[config.mk]
export PLATFORM = sky130hd
export DESIGN_NAME = busmode_qual
export DESIGN_NICKNAME = d
export VERILOG_FILES = /design/src/rtl/busmode_pkg.sv /design/src/rtl/bm_sync.sv /design/src/rtl/bm_classify.sv /design/src/rtl/bm_qual_timer.sv /design/src/rtl/busmode_qual.sv
export SDC_FILE = /design/constraint.sdc
export NUM_CORES = 1
export LEC_CHECK = 0
export BUFFER_PORTS_ARGS = -buffer_cell sky130_fd_sc_hd__buf_4
export CAP_MARGIN = 25
export CORE_ASPECT_RATIO = 0.75
export CORE_MARGIN = 3
export CORE_UTILIZATION = 33
export DETAILED_ROUTE_END_ITERATION = 10
export GPL_TIMING_DRIVEN = 0
export PLACE_DENSITY = 0.46
export SYNTH_ARGS = -nofsm -noshare
export SYNTH_HDL_FRONTEND = slang
export SYNTH_SLANG_ARGS = --single-unit
[constraint.sdc]
create_clock -name clk -period 2.1 [get_ports clk]
set_input_delay 0.42 -clock clk [delete_from_list [all_inputs] [get_ports clk]]
set_output_delay 0.42 -clock clk [all_outputs]
set_load 0.03 [all_outputs]
[src/rtl/busmode_pkg.sv]
package busmode_pkg;
  typedef enum logic [1:0] {
    MODE_SE  = 2'b00,
    MODE_LVD = 2'b01,
    MODE_HVD = 2'b10
  } mode_t;
endpackage

[src/rtl/bm_sync.sv]
module bm_sync #(
  parameter int W = 5
) (
  input  logic         clk,
  input  logic         rst,
  input  logic [W-1:0] d_in,
  output logic [W-1:0] d_out
);
  for (genvar i = 0; i < W; i++) begin : g_bit
    logic st1, st2;
    always_ff @(posedge clk) begin
      if (rst) begin
        st1 <= 1'b0;
        st2 <= 1'b0;
      end else begin
        st1 <= d_in[i];
        st2 <= st1;
      end
    end
    assign d_out[i] = st2;
  end
endmodule

[src/rtl/bm_classify.sv]
module bm_classify
  import busmode_pkg::*;
(
  input  logic  clk,
  input  logic  rst,
  input  logic  lo_s,
  input  logic  mid_s,
  input  logic  hi_s,
  output mode_t cand
);
  mode_t next_cand;

  // Low region wins: a single-ended driver pulls the sense line down
  // even when high-voltage drivers are also present.
  always_comb begin
    next_cand = cand;
    if (lo_s)       next_cand = MODE_SE;
    else if (hi_s)  next_cand = MODE_HVD;
    else if (mid_s) next_cand = MODE_LVD;
  end

  always_ff @(posedge clk) begin
    if (rst) cand <= MODE_SE;
    else     cand <= next_cand;
  end
endmodule

[src/rtl/bm_qual_timer.sv]
module bm_qual_timer
  import busmode_pkg::*;
#(
  parameter int QUAL_CYCLES = 40,
  parameter int CNT_W = 6
) (
  input  logic             clk,
  input  logic             rst,
  input  mode_t            cand,
  output mode_t            qmode,
  output logic [CNT_W-1:0] cnt
);
  localparam logic [CNT_W-1:0] LAST = CNT_W'(QUAL_CYCLES - 1);

  mode_t seen;

  always_ff @(posedge clk) begin
    if (rst) begin
      qmode <= MODE_SE;
      seen  <= MODE_SE;
      cnt   <= '0;
    end else begin
      seen <= cand;
      if (cand == qmode) begin
        cnt <= '0;
      end else if (cand != seen) begin
        cnt <= CNT_W'(1);
      end else if (cnt == LAST) begin
        qmode <= cand;
        cnt   <= '0;
      end else begin
        cnt <= cnt + 1'b1;
      end
    end
  end
endmodule

[src/rtl/busmode_qual.sv]
module busmode_qual
  import busmode_pkg::*;
#(
  parameter int CLK_KHZ  = 250000,
  parameter int DELAY_MS = 190
) (
  input  logic       clk,
  input  logic       rst,
  input  logic       sense_lo,
  input  logic       sense_mid,
  input  logic       sense_hi,
  input  logic       disc_req,
  input  logic       hot_flag,
  output logic       term_en,
  output logic       lvd_stat,
  output logic [1:0] mode_code
);
  localparam int QUAL_CYCLES = CLK_KHZ * DELAY_MS;
  localparam int CNT_W       = $clog2(QUAL_CYCLES + 1);

  logic [4:0]       raw_in, syn;
  logic             lo_s, mid_s, hi_s, disc_s, hot_s;
  mode_t            cand, qmode;
  logic [CNT_W-1:0] tmr_cnt;
  logic             enable_ok;

  assign raw_in = {hot_flag, disc_req, sense_hi, sense_mid, sense_lo};

  bm_sync #(.W(5)) u_sync (
    .clk(clk), .rst(rst), .d_in(raw_in), .d_out(syn)
  );

  assign {hot_s, disc_s, hi_s, mid_s, lo_s} = syn;

  bm_classify u_class (
    .clk(clk), .rst(rst), .lo_s(lo_s), .mid_s(mid_s), .hi_s(hi_s), .cand(cand)
  );

  bm_qual_timer #(.QUAL_CYCLES(QUAL_CYCLES), .CNT_W(CNT_W)) u_timer (
    .clk(clk), .rst(rst), .cand(cand), .qmode(qmode), .cnt(tmr_cnt)
  );

  assign enable_ok = (qmode == MODE_LVD) && !disc_s && !hot_s;
  assign term_en   = enable_ok;
  assign lvd_stat  = enable_ok;
  assign mode_code = qmode;
endmodule

# Word-level counts from Yosys, hierarchy flattened
# Cells that the tools add are included.
word_totals:
  wordCells: 37
  register_bits: 42
  input_bits: 7
classes:
  eq_ne: 4
  n_bitwise: 2
  n_addsub: 1
  mux: 4
  n_reduce_logical: 10
op_table:
  columns: ["cell", "count"]
  rows:
  - ["26-bit by 1-bit adder with 26-bit output, second input constant", 1]
  - ["26-bit equality test, second input constant", 1]
  - ["2-bit two-way mux", 2]
  - ["2-bit OR reduction", 2]
  - ["4-bit OR reduction", 1]
  - ["3-bit AND reduction", 1]
  - ["3-bit OR reduction", 1]
  - ["2-bit by 1-bit equality test with 1-bit output, second input constant", 1]
  - ["2-bit equality test", 1]
  - ["1-bit logical AND", 2]
  - ["1-bit logical NOT", 2]
  - ["1-bit two-way mux", 2]
  - ["2-bit inequality test", 1]
  - ["1-bit NOT", 2]
  - ["2-bit nonzero test", 1]

# Logic depth before layout (Yosys ltp)
depth:
  ltp_word: 3
  depth_mapped: 7

# By module
# From an unflattened synthesis, not the netlist that was laid out.
hier_totals:
  cells_unflattened: 196
  area_unflattened_um2: 1866.8
modules_own_cells:
  columns: ["mod", "seq_area_each_um2", "n_inst", "cells_per_inst", "area_per_inst_um2"]
  rows:
  - ["bm_qual_timer", 600.6, 1, 162, 1470.2]
  - ["bm_sync", 200.2, 1, 25, 300.3]
  - ["bm_classify", 40.0, 1, 7, 73.8]
  - ["busmode_qual", 0.0, 1, 2, 22.5]

# Least setup slack after synthesis
# OpenSTA, ideal clock, no wires.
synth_timing:
  path_kind: "register -> output"
  start: "register u_timer.qmode[0]"
  end: "output term_en"
  arrival_ps: 1997
  stages_incl_launch_ff: 3
  setup_slack_ps: -317
  path_cell_list: "dfxtp_1 > nor4b_1 > buf_4"
synth_via:
  elab_chain_len: 3
synth_rtl:
  columns: ["element", "line", "text"]
  rows:
  - ["from (decl)", "bm_qual_timer.sv:10", "output mode_t qmode,"]
  - ["from (signal assigned)", "bm_qual_timer.sv:29", "qmode <= cand;"]
  - ["2-bit by 1-bit equality test with 1-bit output", "busmode_qual.sv:43", "assign enable_ok = (qmode == MODE_LVD) && !disc_s && !hot_s;"]
  - ["1-bit logical AND (2 in a row)", "busmode_qual.sv:43", null]
  - ["to (decl)", "busmode_qual.sv:14", "output logic term_en,"]
# Every way passes these cells.

# Final worst setup path
layout_timing:
  start: "register u_timer.cnt[0]"
  end: "register u_timer.cnt[12]"
layout_via:
  elab_chain_len: 2
  elab_cells_between_ends: 3
  classes_between: "add/sub (1); eq/ne (1); reduce/logical (1)"
layout_rtl:
  columns: ["element", "line", "text"]
  rows:
  - ["from (decl)", "bm_qual_timer.sv:11", "output logic [CNT_W-1:0] cnt"]
  - ["from (signal assigned)", "bm_qual_timer.sv:32", "cnt <= cnt + 1'b1;"]
  - ["branches (longest 2 deep; another with 26-bit by 1-bit adder with 26-bit output)", null, null]
# Several ways; the timed one is not identified.
# A chain may end at the register's enable or synchronous reset.

==> results.tsv <==
metric	value	unit
status	complete, no violations	
DRC viols	0	
FFs w/ async S/R, synth	0	%
post-place setup slack	0.103	ns
first-pass GRT wire length	6.35	mm
sequential element share of the synthesized area	46.2	%
endpoints failing setup	0	
clk sink count	42	
Via-to-Cell Ratio	4.94	
maxcap violations	0	
Critical Path Slowest Stage Cell	dfxtp_1	
Max FO, Critical Path	10	
Synth Flop Type	dfxtp_1	
WL/cell	13.8	µm
Ys Warns	0	
TritonCTS buffer count	5	
IO Pins	11	
nets	215	
Startpoint Class	flop	
Layout area overhead	19.8	%
setup ws final	0.150	ns
core region area	0.00512	mm²
Post-Syn Area	0.00182	mm²
Reg2Reg Setup Slack	0.15	ns
worst-skew pair later-pin latency	0.29	ns
most frequent cell on the critical path	buf_4	
GRT Overall Usage	12.5	%
DR top layer	met4	
Syn Nets	196	
Initial Util	35.6	%
Die W	91.8	µm
Met3 Routed Length	128	µm
synth unique cells	41	
Post-synth EDFFs	0	
HPWL Detailed	2.84	mm
FMAX	0.513	GHz
Fin Setup TNS	0	ns
drt total wl	3.87	mm
Iteration-0 DRC Markers	61	
most common cell after layout, fill and taps aside	dfxtp_1	
slew of the pin with the lowest slew margin	0.506	ns
M1 WL	2.16	mm
Detail Route Antenna Nets	0	
Synth Register Bits	42	
clk slew on worst S/H paths	0.08	ns
Tcrit/Tclk final	92.8	%
TritonCTS clock tree	done	
Worst Hold Class	in2reg	
die span in y	70.3	µm
Clock Skews	0.00567	ns
Post-DP Area	0.00199	mm²
antenna violations before repair	0	
diode count	0	
Critical Path RT	2.28	ns
Pleak	0.000738	µW
clock root cell	clkbuf_8	
worst hold slack	0.333	ns
Post-CTS Hold Fix Bufs	0	
largest net degree at the start of global routing	14	
total number of vias	1382	
Fin. Hold Viols	0	
H-tree Lvls	2	
CP Cell Sequence	ha_1 > buf_4 > nor4bb_2 > nand3_2 > buf_4 > o21ai_4 > clkbuf_4 > nor2_1	
vias in the first global route	1228	
met2 routed WL	1.54	mm
share of post-route cells with drive strength above 1	19.2	%
largest stage delay on the critical path	0.38	ns
CTS max path bufs	2	
die area	0.00646	mm²
drt pass-1 iters	4	
Worst VDD drop	0.000307	V
Final Wtd Congestion	0.773	
Arrival @ worst endpoint	2.13	ns
Cells after Synth	188	
final instance area	0.00218	mm²
crit path kind	reg2reg	
min cycle time layout	1.95	ns
normalized max-slew margin	66.3	%
Pins Over Slew Limit	0	
most frequent cells in the layout	dfxtp_1, nor2_1, buf_4, a21oi_1, nor2b_1	
Std-Cell Rows	22	
Power Total	1650	µW
count of input and output buffers	10	
Mean Syn Cell Area	9.69	µm²
critical path endpoint category	flop	
PwrDens	756	mW/mm²
total grt overflow	0	
==> per-layer routing <==
layer	up-vias	GRT usage, %
met4	0	3.95
met3	5	3.55
met5	-	0
met2	13	15.5
met1	650	20.0
li1	714	-
==> final timing paths <==
| path | start | cells after the start | end |
|---|---|---|---|
| setup reg to reg | u_timer.cnt[0]$_SDFF_PP0_ | 8 | u_timer.cnt[12]$_SDFF_PP0_ |
| setup / recovery | u_timer.cnt[0]$_SDFF_PP0_ | 8 | u_timer.cnt[12]$_SDFF_PP0_ |
| hold reg to reg | u_sync.g_bit[0].st2$_SDFF_PP0_ | 1 | u_class.cand[1]$_SDFFE_PP0P_ |
| hold / removal | hot_flag | 2 | u_sync.g_bit[4].st1$_SDFF_PP0_ |
==> cells in the mapped netlist (4+ instances only) <==
master	count	area, µm²
nor2_1	15	56.3
nand2_1	6	22.5
and4_1	4	35.0
nand4_1	7	43.8
xnor2_1	4	35.0
a21oi_1	14	70.1
nand3_1	9	45.0
xor2_1	11	96.3
dfxtp_1	42	841
or3_1	9	56.3
nor2b_1	14	87.6
o21ai_0	8	40.0
==> stage by stage <==
| stage | instances | util [%] |
|---|---|---|
| after floorplan | 188 | - |
| after global routing | 280 | 42.6 |
| final | 280 | 42.6 |
| after CTS | 278 | 41.7 |
| after global placement | 270 | 38.9 |
| after detailed placement | 270 | 38.9 |
==> critical path, delay by kind of cell (launching register included) <==
kind / cells / cell delay (ns)
adders and majority gates: 1 / 0.16
AOI/OAI and AO/OA: 1 / 0.16
and+or+nand+nor: 3 / 0.56
buffers and inverters: 3 / 0.60
DFF: 1 / 0.38
==> where the power goes <==
group	internal, µW	switching (µW)
Clock	507	279
Sequential	808	6.77
Combinational	23.1	26.0
==> logic make-up after synthesis <==
group | Yosys count | share of synthesized area (%)
xor+xnor | 15 | 7.21
flops | 42 | 46.2
fa+ha+maj | 1 | 0.687
mux | 2 | 1.24
compound gates | 31 | 10.2
simple gates | 85 | 30.6
buf+inv | 12 | 3.85
==> repair_timing <==
item                       in CTS  in global routing
buffers inserted                0                  2
setup endpoints to repair       0                 22
resized for setup               0                  6
==> final cells by class <==
class	count	area, µm²
Multi-Input combinational cell	134	945
Clock buffer	6	82.6
Tap cell	72	90.1
Fill cell	513	2940
Clock inverter	2	60.1
Timing Repair Buffer	12	90.1
Buffer	9	63.8
Inverter	3	11.3
Sequential cell	42	841
==> sequential cells by signal, indices dropped and copies added (netlist names) <==
| register | count |
|---|---|
| u_timer.qmode | 2 |
| u_timer.seen | 2 |
| u_class.cand | 2 |
| u_sync.g_bit.st1 | 5 |
| u_timer.cnt | 26 |
| u_sync.g_bit.st2 | 5 |
No activity file was read; power rests on OpenSTA's default activity.
